===== src/rtl/bkpt_pkg.sv =====
package bkpt_pkg;

  localparam int WORD_W = 16;
  localparam logic [WORD_W-1:0] BREAK_WORD = 16'h9598;

  typedef enum logic [1:0] {
    OP_INSERT  = 2'b00,
    OP_REMOVE  = 2'b01,
    OP_ENABLE  = 2'b10,
    OP_DISABLE = 2'b11
  } bkpt_op_e;

  typedef enum logic [2:0] {
    ST_IDLE,
    ST_INS_RD,
    ST_INS_WR,
    ST_RM_WR,
    ST_EN_RD,
    ST_EN_WR,
    ST_DIS_WR
  } seq_state_e;

endpackage


===== src/rtl/bkpt_table.sv =====
module bkpt_table
  import bkpt_pkg::*;
#(
  parameter int DEPTH = 8,
  parameter int PC_W  = 16,
  localparam int IDX_W = (DEPTH > 1) ? $clog2(DEPTH) : 1,
  localparam int CNT_W = $clog2(DEPTH + 1)
) (
  input  logic              clk,
  input  logic              rst_n,
  input  logic [PC_W-1:0]   q_pc,
  output logic              hit,
  output logic [IDX_W-1:0]  hit_idx,
  input  logic              ins_en,
  input  logic [PC_W-1:0]   ins_pc,
  input  logic [WORD_W-1:0] ins_word,
  input  logic              del_en,
  input  logic [IDX_W-1:0]  del_idx,
  input  logic              upd_en,
  input  logic [IDX_W-1:0]  upd_idx,
  input  logic [WORD_W-1:0] upd_word,
  input  logic [IDX_W-1:0]  rd_idx,
  output logic [PC_W-1:0]   rd_pc,
  output logic [WORD_W-1:0] rd_word,
  output logic [CNT_W-1:0]  count,
  output logic              full
);

  typedef logic [PC_W-1:0] pc_arr_t [DEPTH];

  pc_arr_t           ent_pc;
  logic [WORD_W-1:0] ent_word [DEPTH];
  logic [CNT_W-1:0]  ins_pos;

  // Number of live entries whose address lies below pc: the sorted slot for pc.
  function automatic logic [CNT_W-1:0] rank_below(input pc_arr_t pcs,
                                                  input logic [CNT_W-1:0] cnt,
                                                  input logic [PC_W-1:0] pc);
    logic [CNT_W-1:0] r;
    r = '0;
    for (int i = 0; i < DEPTH; i++)
      if ((CNT_W'(i) < cnt) && (pcs[i] < pc)) r = r + CNT_W'(1);
    return r;
  endfunction

  assign ins_pos = rank_below(ent_pc, count, ins_pc);
  assign full    = (count == CNT_W'(DEPTH));
  assign rd_pc   = ent_pc[rd_idx];
  assign rd_word = ent_word[rd_idx];

  always_comb begin
    hit     = 1'b0;
    hit_idx = '0;
    for (int i = 0; i < DEPTH; i++) begin
      if ((CNT_W'(i) < count) && (ent_pc[i] == q_pc)) begin
        hit     = 1'b1;
        hit_idx = IDX_W'(i);
      end
    end
  end

  always_ff @(posedge clk) begin
    if (!rst_n)      count <= '0;
    else if (ins_en) count <= count + CNT_W'(1);
    else if (del_en) count <= count - CNT_W'(1);
  end

  for (genvar g = 0; g < DEPTH; g++) begin : g_slot
    localparam logic [CNT_W-1:0] SLOT_C = CNT_W'(g);
    localparam logic [IDX_W-1:0] SLOT_I = IDX_W'(g);
    logic [PC_W-1:0]   below_pc, above_pc;
    logic [WORD_W-1:0] below_word, above_word;

    if (g == 0) begin : g_first
      assign below_pc   = '0;
      assign below_word = '0;
    end else begin : g_inner
      assign below_pc   = ent_pc[g-1];
      assign below_word = ent_word[g-1];
    end
    if (g == DEPTH - 1) begin : g_last
      assign above_pc   = '0;
      assign above_word = '0;
    end else begin : g_mid
      assign above_pc   = ent_pc[g+1];
      assign above_word = ent_word[g+1];
    end

    always_ff @(posedge clk) begin
      if (!rst_n) begin
        ent_pc[g]   <= '0;
        ent_word[g] <= '0;
      end else if (ins_en) begin
        if (SLOT_C > ins_pos) begin
          ent_pc[g]   <= below_pc;
          ent_word[g] <= below_word;
        end else if (SLOT_C == ins_pos) begin
          ent_pc[g]   <= ins_pc;
          ent_word[g] <= ins_word;
        end
      end else if (del_en) begin
        if (SLOT_I >= del_idx) begin
          ent_pc[g]   <= above_pc;
          ent_word[g] <= above_word;
        end
      end else if (upd_en && (upd_idx == SLOT_I)) begin
        ent_word[g] <= upd_word;
      end
    end
  end

  AST_NO_OVERFLOW: assert property (@(posedge clk) disable iff (!rst_n)
    ins_en |-> !full);
  AST_DELETE_LIVE: assert property (@(posedge clk) disable iff (!rst_n)
    del_en |-> (CNT_W'(del_idx) < count));
  AST_SINGLE_EDIT: assert property (@(posedge clk) disable iff (!rst_n)
    $onehot0({ins_en, del_en, upd_en}));

  for (genvar s = 0; s + 1 < DEPTH; s++) begin : g_order_chk
    AST_SORTED: assert property (@(posedge clk) disable iff (!rst_n)
      (CNT_W'(s + 1) < count) |-> (ent_pc[s] < ent_pc[s+1]));
  end

endmodule


===== src/rtl/bkpt_seq.sv =====
module bkpt_seq
  import bkpt_pkg::*;
#(
  parameter int DEPTH = 8,
  parameter int PC_W  = 16,
  localparam int IDX_W = (DEPTH > 1) ? $clog2(DEPTH) : 1,
  localparam int CNT_W = $clog2(DEPTH + 1)
) (
  input  logic              clk,
  input  logic              rst_n,
  input  logic              cmd_valid,
  output logic              cmd_ready,
  input  logic [1:0]        cmd_op,
  input  logic [PC_W-1:0]   cmd_pc,
  output logic              mem_rd,
  output logic              mem_we,
  output logic [PC_W-1:0]   mem_addr,
  output logic [WORD_W-1:0] mem_wdata,
  input  logic [WORD_W-1:0] mem_rdata,
  input  logic              hit,
  input  logic [IDX_W-1:0]  hit_idx,
  input  logic [CNT_W-1:0]  count,
  input  logic              full,
  output logic              ins_en,
  output logic [PC_W-1:0]   ins_pc,
  output logic [WORD_W-1:0] ins_word,
  output logic              del_en,
  output logic [IDX_W-1:0]  del_idx,
  output logic              upd_en,
  output logic [IDX_W-1:0]  upd_idx,
  output logic [WORD_W-1:0] upd_word,
  output logic [IDX_W-1:0]  rd_idx,
  input  logic [PC_W-1:0]   rd_pc,
  input  logic [WORD_W-1:0] rd_word,
  output logic              done,
  output logic              err_full,
  output logic              err_absent,
  output logic              err_dup
);

  seq_state_e      state, state_nx;
  logic [PC_W-1:0] pc_q;
  logic [IDX_W-1:0] idx_q;
  bkpt_op_e        op;

  function automatic logic is_last_slot(input logic [IDX_W-1:0] idx,
                                        input logic [CNT_W-1:0] cnt);
    return (CNT_W'(idx) + CNT_W'(1)) == cnt;
  endfunction

  // Named events for the assertions and the completion logic.
  logic accept, rej_dup, rej_full, rej_absent, empty_walk, walk_last, finish, start_ok;

  assign op         = bkpt_op_e'(cmd_op);
  assign cmd_ready  = (state == ST_IDLE);
  assign accept     = cmd_valid && cmd_ready;
  assign rej_dup    = accept && (op == OP_INSERT) && hit;
  assign rej_full   = accept && (op == OP_INSERT) && !hit && full;
  assign rej_absent = accept && (op == OP_REMOVE) && !hit;
  assign empty_walk = accept && ((op == OP_ENABLE) || (op == OP_DISABLE)) && (count == '0);
  assign start_ok   = accept && !rej_dup && !rej_full && !rej_absent && !empty_walk;
  assign walk_last  = is_last_slot(idx_q, count);
  assign finish     = rej_dup || rej_full || rej_absent || empty_walk ||
                      (state == ST_INS_WR) || (state == ST_RM_WR) ||
                      (((state == ST_EN_WR) || (state == ST_DIS_WR)) && walk_last);

  always_comb begin
    state_nx = state;
    unique case (state)
      ST_IDLE: if (start_ok) begin
        unique case (op)
          OP_INSERT:  state_nx = ST_INS_RD;
          OP_REMOVE:  state_nx = ST_RM_WR;
          OP_ENABLE:  state_nx = ST_EN_RD;
          OP_DISABLE: state_nx = ST_DIS_WR;
          default:    state_nx = ST_IDLE;
        endcase
      end
      ST_INS_RD: state_nx = ST_INS_WR;
      ST_INS_WR: state_nx = ST_IDLE;
      ST_RM_WR:  state_nx = ST_IDLE;
      ST_EN_RD:  state_nx = ST_EN_WR;
      ST_EN_WR:  state_nx = walk_last ? ST_IDLE : ST_EN_RD;
      ST_DIS_WR: state_nx = walk_last ? ST_IDLE : ST_DIS_WR;
      default:   state_nx = ST_IDLE;
    endcase
  end

  always_ff @(posedge clk) begin
    if (!rst_n) begin
      state      <= ST_IDLE;
      pc_q       <= '0;
      idx_q      <= '0;
      done       <= 1'b0;
      err_full   <= 1'b0;
      err_absent <= 1'b0;
      err_dup    <= 1'b0;
    end else begin
      state      <= state_nx;
      done       <= finish;
      err_full   <= rej_full;
      err_absent <= rej_absent;
      err_dup    <= rej_dup;
      if (start_ok) begin
        pc_q  <= cmd_pc;
        idx_q <= (op == OP_REMOVE) ? hit_idx : '0;
      end else if (((state == ST_EN_WR) || (state == ST_DIS_WR)) && !walk_last) begin
        idx_q <= idx_q + IDX_W'(1);
      end
    end
  end

  always_comb begin
    mem_rd    = 1'b0;
    mem_we    = 1'b0;
    mem_addr  = rd_pc;
    mem_wdata = BREAK_WORD;
    ins_en    = 1'b0;
    ins_pc    = pc_q;
    ins_word  = mem_rdata;
    del_en    = 1'b0;
    del_idx   = idx_q;
    upd_en    = 1'b0;
    upd_idx   = idx_q;
    upd_word  = mem_rdata;
    rd_idx    = idx_q;
    unique case (state)
      ST_INS_RD: begin
        mem_rd   = 1'b1;
        mem_addr = pc_q;
      end
      ST_INS_WR: begin
        mem_we   = 1'b1;
        mem_addr = pc_q;
        ins_en   = 1'b1;
      end
      ST_RM_WR: begin
        mem_we    = 1'b1;
        mem_wdata = rd_word;
        del_en    = 1'b1;
      end
      ST_EN_RD: mem_rd = 1'b1;
      ST_EN_WR: if (mem_rdata != BREAK_WORD) begin
        mem_we = 1'b1;
        upd_en = 1'b1;
      end
      ST_DIS_WR: begin
        mem_we    = 1'b1;
        mem_wdata = rd_word;
      end
      default: ;
    endcase
  end

  AST_READ_BEFORE_PATCH: assert property (@(posedge clk) disable iff (!rst_n)
    ins_en |-> ($past(mem_rd) && ($past(mem_addr) == mem_addr) && (mem_wdata == BREAK_WORD)));
  AST_NO_BREAK_SAVED: assert property (@(posedge clk) disable iff (!rst_n)
    upd_en |-> (upd_word != BREAK_WORD));
  AST_MEM_EXCLUSIVE: assert property (@(posedge clk) disable iff (!rst_n)
    !(mem_rd && mem_we));
  AST_BUSY_NOT_READY: assert property (@(posedge clk) disable iff (!rst_n)
    (mem_rd || mem_we) |-> !cmd_ready);
  AST_ERR_ONEHOT: assert property (@(posedge clk) disable iff (!rst_n)
    $onehot0({err_full, err_absent, err_dup}));
  AST_ERR_WITH_DONE: assert property (@(posedge clk) disable iff (!rst_n)
    (err_full || err_absent || err_dup) |-> done);
  AST_DONE_IDLE: assert property (@(posedge clk) disable iff (!rst_n)
    done |-> cmd_ready);

endmodule


===== src/rtl/bkpt_patcher.sv =====
module bkpt_patcher
  import bkpt_pkg::*;
#(
  parameter int DEPTH = 8,
  parameter int PC_W  = 16
) (
  input  logic              clk,
  input  logic              rst_n,
  input  logic              cmd_valid,
  output logic              cmd_ready,
  input  logic [1:0]        cmd_op,
  input  logic [PC_W-1:0]   cmd_pc,
  output logic              mem_rd,
  output logic              mem_we,
  output logic [PC_W-1:0]   mem_addr,
  output logic [15:0]       mem_wdata,
  input  logic [15:0]       mem_rdata,
  output logic              done,
  output logic              err_full,
  output logic              err_absent,
  output logic              err_dup
);

  localparam int IDX_W = (DEPTH > 1) ? $clog2(DEPTH) : 1;
  localparam int CNT_W = $clog2(DEPTH + 1);

  logic              hit, full, ins_en, del_en, upd_en;
  logic [IDX_W-1:0]  hit_idx, del_idx, upd_idx, rd_idx;
  logic [CNT_W-1:0]  count;
  logic [PC_W-1:0]   ins_pc, rd_pc;
  logic [WORD_W-1:0] ins_word, upd_word, rd_word;

  bkpt_table #(.DEPTH(DEPTH), .PC_W(PC_W)) u_table (
    .clk      (clk),
    .rst_n    (rst_n),
    .q_pc     (cmd_pc),
    .hit      (hit),
    .hit_idx  (hit_idx),
    .ins_en   (ins_en),
    .ins_pc   (ins_pc),
    .ins_word (ins_word),
    .del_en   (del_en),
    .del_idx  (del_idx),
    .upd_en   (upd_en),
    .upd_idx  (upd_idx),
    .upd_word (upd_word),
    .rd_idx   (rd_idx),
    .rd_pc    (rd_pc),
    .rd_word  (rd_word),
    .count    (count),
    .full     (full)
  );

  bkpt_seq #(.DEPTH(DEPTH), .PC_W(PC_W)) u_seq (
    .clk        (clk),
    .rst_n      (rst_n),
    .cmd_valid  (cmd_valid),
    .cmd_ready  (cmd_ready),
    .cmd_op     (cmd_op),
    .cmd_pc     (cmd_pc),
    .mem_rd     (mem_rd),
    .mem_we     (mem_we),
    .mem_addr   (mem_addr),
    .mem_wdata  (mem_wdata),
    .mem_rdata  (mem_rdata),
    .hit        (hit),
    .hit_idx    (hit_idx),
    .count      (count),
    .full       (full),
    .ins_en     (ins_en),
    .ins_pc     (ins_pc),
    .ins_word   (ins_word),
    .del_en     (del_en),
    .del_idx    (del_idx),
    .upd_en     (upd_en),
    .upd_idx    (upd_idx),
    .upd_word   (upd_word),
    .rd_idx     (rd_idx),
    .rd_pc      (rd_pc),
    .rd_word    (rd_word),
    .done       (done),
    .err_full   (err_full),
    .err_absent (err_absent),
    .err_dup    (err_dup)
  );

endmodule


===== config.mk =====
export PLATFORM = sky130hd
export DESIGN_NAME = bkpt_patcher
export DESIGN_NICKNAME = d
export VERILOG_FILES = /design/src/rtl/bkpt_pkg.sv /design/src/rtl/bkpt_table.sv /design/src/rtl/bkpt_seq.sv /design/src/rtl/bkpt_patcher.sv
export SDC_FILE = /design/constraint.sdc
export NUM_CORES = 1
export LEC_CHECK = 0
export ABC_AREA = 1
export BUFFER_PORTS_ARGS = -buffer_cell sky130_fd_sc_hd__clkbuf_2
export CAP_MARGIN = 20
export CELL_PAD_IN_SITES_DETAIL_PLACEMENT = 1
export CELL_PAD_IN_SITES_GLOBAL_PLACEMENT = 1
export CORE_MARGIN = 2
export CORE_UTILIZATION = 46
export DETAILED_ROUTE_END_ITERATION = 12
export PLACE_DENSITY = 0.82
export SYNTH_ARGS = -nofsm -noshare
export SYNTH_HDL_FRONTEND = slang
export SYNTH_SLANG_ARGS = --single-unit
export TNS_END_PERCENT = 1

===== constraint.sdc =====
create_clock -name clk -period 12.1 [get_ports clk]
set_clock_uncertainty 0.1 [all_clocks]
set_input_delay 0.605 -clock clk [delete_from_list [all_inputs] [get_ports clk]]
set_output_delay 0.605 -clock clk [all_outputs]
set_load 0.02 [all_outputs]

==> qor.yml, run 1 <==
area_delta_synth_final_pct: 7.872
endpoint_kind: "flop"
clkPwrFrac_pct: 15.0
rr_endpoint: "u_table.ent_word[7][1]$_DFFE_PP_"
period_needed_ps: 8306
layout_commonest_cell: "nand2_1"
synth_area_leaders: "edfxtp_1 16%, nand2_1 15%, dfxtp_1 14%"
drive_gt1_share_pct: 7.735
outcome: "finished, final reports clean"
cts_max_level: 2
final-hold-violation-count: 0
numPortBuffers: 75
busiest_layer: "met2"
crit_fanout: 22
cts_buffer_depth: 3
drv_cap: 0
grt_max_degree: 78
grt_usage_pct: 43.56
critPathKind: "reg -> reg"
timing.final.crit_share_pct: 68.65
p_sw_w: 0.004233
fin_area_sq_um: 25670
vias: 27760
critPathMaxStageDelay_ps: 880
drc: 0
grt.overflow.total: 0
grtUsageMet1_pct: 49.29
startpoint_type: "flop"
p_leak_nw: 11.34
place.gp.congestion: 1.009
synth.avg_cell_area_sq_um: 6.602
yosysWarnings: 0
die_w_microns: 231.4
async_flop_share_pct: 0
arrival_ps: 8200
synth-edff-count: 128
die_y_microns: 231.4
met2_usage_pct: 71.93
path_clk_slew_ps: 60
drt_iter0_markers: 2714
combPwrFrac_pct: 59.3
wl_microns: 118900
wl_per_cell_microns: 27.91
grt_pass1_vias: 27910
setup_tns_ps: 0
dr.pass1.iters: 8
cp_slowest_cell: "nand4_1"
dp.final_hpwl_microns: 84700
internal_power_w: 0.003256
final_cell_mix: "959 x nand2_1, 379 x nor2_1, 317 x o21ai_0"
startpoint: "u_seq.ins_pc[1]$_SDFFE_PN0P_"
min_path_type: "in -> reg"
ios: 76
gr-usage-met3_pct: 7.566
endpoint: "u_table.ent_word[7][1]$_DFFE_PP_"
numCtsBuffers: 38
postCtsSetupBuffers: 0
cts_sinks: 289
cp_common_cell: "nand2_1"
powerDensity_nw_per_um2: 291.8
ys_seq_area_share_pct: 29.70
synth_cell_type_count: 64
finalSetupViolations: 0
synth_area_sq_um: 23790
synth_top_area_share_pct: 16.15
grt_pass1_wl_microns: 175300
synth_seq_cells: 289
worst_r2r_path_depth: 38
nets: 3726
start_util_pct: 46.47
synth_area_leader_cell: "edfxtp_1"
required_ps: 12000
relSlewSlack_pct: 20.40
core_area_sq_um: 51200
rows: 83
via_per_inst: 6.514
p_sw_share_pct: 56.52
worstMarginPinSlew_ps: 1193
clock_latency_ps: 580
postPlaceCellArea_sq_um: 24390
fmax_mhz: 120.4
cts_resized: 0
cts-root-buf: "clkbuf_16"
ir_worst_vdd_uv: 328.4
antenna_left: 0
setup_ws_ps: 3794
dieArea_sq_um: 53560
synth_top_flop_cell: "dfxtp_1"
dp_slack_ps: 3738
synth_nets: 3775
rsz0062_at_grt: "no"
cts_tree: "built"
finalMaxSlewViolations: 0
hold_buffers: 0
pwr-share-seq_pct: 25.7
r2r_setup_slack_ps: 3790
antenna_found_initial: 1
syn_inst: 3604
r2r_start: "u_seq.ins_pc[1]$_SDFFE_PN0P_"
==> area by class of cell <==
| cell class | instances | area [sq um] |
|---|---|---|
| Fill cell | 6782 | 25530 |
| Multi-Input combinational cell | 2788 | 14570 |
| Sequential cell | 289 | 7069 |
| Inverter | 309 | 1167 |
| Clock buffer | 48 | 1050 |
| Tap cell | 680 | 850.8 |
| Timing Repair Buffer | 129 | 842.1 |
| Clock inverter | 18 | 112.6 |
| Antenna cell | 1 | 2.502 |
==> through the flow <==
| stage | std cells | total power (W) | hold WS (ps) | utilization, % |
|---|---|---|---|---|
| 4_1_cts | 4254 | 0.007299 | 254.8 | 49.92 |
| 3_5_place_dp | 4188 | 0.006156 | 410.4 | 47.65 |
| 6_report | 4262 | 0.007489 | 270.9 | 50.13 |
| 2_1_floorplan | 3604 | 0.004490 | 372.3 | - |
| 3_3_place_gp | 4187 | 0.005957 | 398.8 | 47.63 |
| 5_1_grt | 4261 | 0.007906 | 296.7 | 50.13 |
==> per-layer routing <==
layer,share of wire [%],vias up,wire (microns)
met5,0,-,0
met4,9.7,0,11500
met3,8.0,532,9524
met2,46,1648,54880
met1,36,13520,43050
li1,-,12060,-
==> registers in the layout, summed over array words and instances, names as in the netlist, named ones only <==
register	count
u_table.ent_word	128
u_table.g_slot.above_pc	112
u_seq.state	3
u_seq.done	1
u_seq.err_full	1
u_seq.ins_pc	16
u_table.g_slot.below_pc	16
u_seq.err_absent	1
u_seq.err_dup	1
u_seq.del_idx	3
u_table.count	4
==> power by group through the flow <==
stage	logic (W)	registers [W]	clock network [W]
after CTS	0.00428	0.00189	0.00113
after detailed placement	0.00425	0.00190	0
after floorplan	0.00285	0.00164	0
final	0.00444	0.00193	0.00112
after global routing	0.00481	0.00193	0.00116
after global placement	0.00406	0.00190	0
==> logic make-up after synthesis <==
family | after synthesis | synth area share, %
adder cells (fa/ha/maj) | 134 | 7.046
AND/OR/NAND/NOR | 1793 | 32.68
buffers and inverters | 527 | 9.307
flip-flops | 289 | 29.70
XOR/XNOR | 68 | 2.535
AO/OA/AOI/OAI | 793 | 18.73
==> cells in the mapped netlist (5+ instances only) <==
library cell	count
o21ai_0	317
clkbuf_1	138
xnor2_1	27
a21boi_0	19
clkinv_1	7
nor2_2	10
nand3_1	187
clkbuf_4	6
dfxtp_1	161
a21oi_1	273
nand2_2	18
a22oi_1	32
nor4_1	34
or2_2	5
nor3_1	42
nor2_1	380
o211ai_1	43
o21ai_1	33
nand3b_1	14
nand2_1	959
nor2_4	5
buf_6	10
buf_2	31
a31oi_1	11
o22ai_1	19
nor3b_1	5
o2111ai_1	5
buf_4	21
ha_1	134
nand4_1	104
inv_1	290
a221oi_1	12
buf_1	11
edfxtp_1	128
inv_2	11
nand3_2	8
xor2_1	40
==> worst max-delay path: cells and delay by family, from the launching register on <==
family / cells / cell delay (ps)
AND/OR/NAND/NOR: 16 / 3080
adder cells (fa/ha/maj): 6 / 1660
buffers and inverters: 8 / 1230
AO/OA/AOI/OAI: 7 / 1160
flip-flops: 1 / 300
XOR/XNOR: 1 / 150
==> worst min-delay path by stage <==
stage,start,end,slack (ps),cells past startpoint
finish,cmd_op[0],u_seq.err_full$_SDFF_PN0_,270,4
global route,cmd_op[0],u_seq.err_full$_SDFF_PN0_,300,4
CTS,cmd_op[0],u_seq.err_full$_SDFF_PN0_,250,4
detailed placement,u_table.g_slot[6].above_pc[0]$_SDFFE_PN0P_,u_table.g_slot[6].above_pc[0]$_SDFFE_PN0P_,410,2
global placement,u_table.g_slot[6].above_pc[0]$_SDFFE_PN0P_,u_table.g_slot[6].above_pc[0]$_SDFFE_PN0P_,400,2
floorplan,u_table.g_slot[6].above_pc[0]$_SDFFE_PN0P_,u_table.g_slot[6].above_pc[0]$_SDFFE_PN0P_,370,2
(Power assumes the default switching activity.)
==> inputs of run 2 (changes only) <==
--- a/config.mk
+++ b/config.mk
@@ -11,9 +11,9 @@
 export CELL_PAD_IN_SITES_DETAIL_PLACEMENT = 1
 export CELL_PAD_IN_SITES_GLOBAL_PLACEMENT = 1
 export CORE_MARGIN = 2
-export CORE_UTILIZATION = 46
+export CORE_UTILIZATION = 42
 export DETAILED_ROUTE_END_ITERATION = 12
-export PLACE_DENSITY = 0.82
+export PLACE_DENSITY = 0.79
 export SYNTH_ARGS = -nofsm -noshare
 export SYNTH_HDL_FRONTEND = slang
 export SYNTH_SLANG_ARGS = --single-unit
==> constraint.sdc (replaced) <==
create_clock -name clk -period 7 [get_ports clk]
set_clock_uncertainty 0.1 [all_clocks]
set_input_delay 0.35 -clock clk [delete_from_list [all_inputs] [get_ports clk]]
set_output_delay 0.35 -clock clk [all_outputs]
set_load 0.02 [all_outputs]
==> run 2 against run 1 <==
Clock power is 88% higher. Sequential power is 67% higher. Worst setup slack worse by 3500 ps. Clock-buffer cell count is 9 higher. Wire length is 8.7% lower.
==> qor.yml, run 2 (same netlist as run 1, synthesis figures left out) <==
critPathKind: "reg -> reg"
final_cell_mix: "957 x nand2_1, 377 x nor2_1, 313 x o21ai_0"
finalSetupViolations: 0
drc: 0
dr.pass1.iters: 5
dieArea_sq_um: 58570
via_per_inst: 6.097
placed_cells: 4306
startpoint_type: "flop"
cp_common_cell: "nand2_1"
grt_usage_pct: 35.81
worstMarginPinSlew_ps: 1086
postPlaceCellArea_sq_um: 24860
p_leak_nw: 11.73
place.gp.congestion: 0.9869
wl_per_cell_microns: 24.68
dp.final_hpwl_microns: 79050
area_delta_synth_final_pct: 11.46
cts-root-buf: "clkbuf_16"
rows: 87
clock_latency_ps: 600
finalMaxSlewViolations: 0
numCtsBuffers: 40
cp_num_buf_inv: 9
grt.overflow.total: 0
fmax_mhz: 149.5
min_path_type: "in -> reg"
nets: 3781
drv_cap: 0
cts_sinks: 289
timing.final.crit_share_pct: 95.53
cp_slowest_cell: "dfxtp_1"
cts_max_level: 2
relSlewSlack_pct: 27.58
cp_top_family: "simple AND/OR/NAND/NOR gates"
core_area_sq_um: 56170
largest_register_ffs: 128
cts_buffer_depth: 3
antenna_found_initial: 1
die_y_microns: 242.0
drt_iter0_markers: 2454
grt_pass1_vias: 26710
layout_commonest_cell: "nand2_1"
outcome: "finished, final reports clean"
die_w_microns: 242.0
critPathMaxStageDelay_ps: 300
setup_tns_ps: 0
arrival_ps: 6880
vias: 26820
grt_max_degree: 93
largest-register: "u_table.ent_word"
wl_microns: 108600
drive_gt1_share_pct: 9.473
antenna_left: 0
layout.cells.non_filler: 4399
start_util_pct: 42.36
grt_pass1_wl_microns: 163400
fin_area_sq_um: 26520
final-hold-violation-count: 0
ios: 76
numPortBuffers: 75
crit_fanout: 8
endpoint_kind: "flop"
powerDensity_nw_per_um2: 494.3
required_ps: 7200
cts_tree: "built"
final_util_pct: 47.22
ir_worst_vdd_uv: 423.5
period_needed_ps: 6687
path_clk_slew_ps: 60
## run 2: changes by cell type in the layout (fill, tap and decap cells not counted), sizes merged
cell         before  now
inv             304  300
dlygate4sd3       0    1
clkinvlp          1    0
clkbuf          123  131
nand4           109  110
bufinv            1    2
clkinv           21   24
buf              54  106
## run 2: routing by layer
metal / up-vias / track usage (%) / routed length [microns]
li1: 12180 / - / -
met5: - / 0 / 0
met2: 1176 / 60.42 / 50710
met3: 411 / 4.542 / 6618
met1: 13060 / 41.85 / 42010
met4: 0 / 26.31 / 9242
## run 2: final timing paths
path,startpoint,end,slack [ps],depth (start not counted)
max,u_seq.ins_pc[1]$_SDFFE_PN0P_,u_table.ent_word[7][15]$_DFFE_PP_,310,40
min,cmd_op[1],u_seq.err_full$_SDFF_PN0_,30,4
max reg2reg,u_seq.ins_pc[1]$_SDFFE_PN0P_,u_table.ent_word[7][15]$_DFFE_PP_,310,40
min reg2reg,u_seq.ins_pc[8]$_SDFFE_PN0P_,u_seq.ins_pc[8]$_SDFFE_PN0P_,430,2
## run 2: worst reg2reg max path: cells and delay by family (launching register included)
family | cells | cell delay [ps]
flops | 1 | 300
simple gates | 17 | 2200
xor+xnor | 1 | 150
compound gates | 7 | 1170
buf+inv | 9 | 900
fa+ha+maj | 6 | 1580
## run 2: timing repair
item | 4_1_cts | 5_1_grt
hold endpoints to repair | 1 | 0
hold buffers | 1 | 0
cloned | 0 | 2
pin swaps | 0 | 7
gates resized for setup | 3 | 42
buffers inserted | 0 | 12
endpoints found under the setup margin | 49 | 366
## run 2: cell type report
cell class	instances	area, sq um
Fill cell	7432	29650
Multi-Input combinational cell	2789	14690
Sequential cell	289	7071
Timing Repair Buffer	181	1335
Inverter	309	1176
Clock buffer	57	1157
Tap cell	756	945.9
Clock inverter	17	142.6
Antenna cell	1	2.502
## run 2: power breakdown
| part | internal [W] | total [W] | leakage [nW] | switching [W] |
|---|---|---|---|---|
| combinational | 0.00246 | 0.00778 | 8.43 | 0.00533 |
| clock | 0.00123 | 0.00211 | 0.648 | 0.000883 |
| sequential | 0.00241 | 0.00322 | 2.65 | 0.000810 |
## run 2: metrics by stage
step / hold WS, ps / setup WS, ps / total power (W)
2_1_floorplan: 372.3 / 459.2 / 0.007761
4_1_cts: 23.07 / 60.04 / 0.01255
5_1_grt: 66.72 / -87.76 / 0.01398
6_report: 33.66 / 312.6 / 0.01311
3_3_place_gp: 411.8 / 131.8 / 0.01019
3_5_place_dp: 423.0 / -88.40 / 0.01039
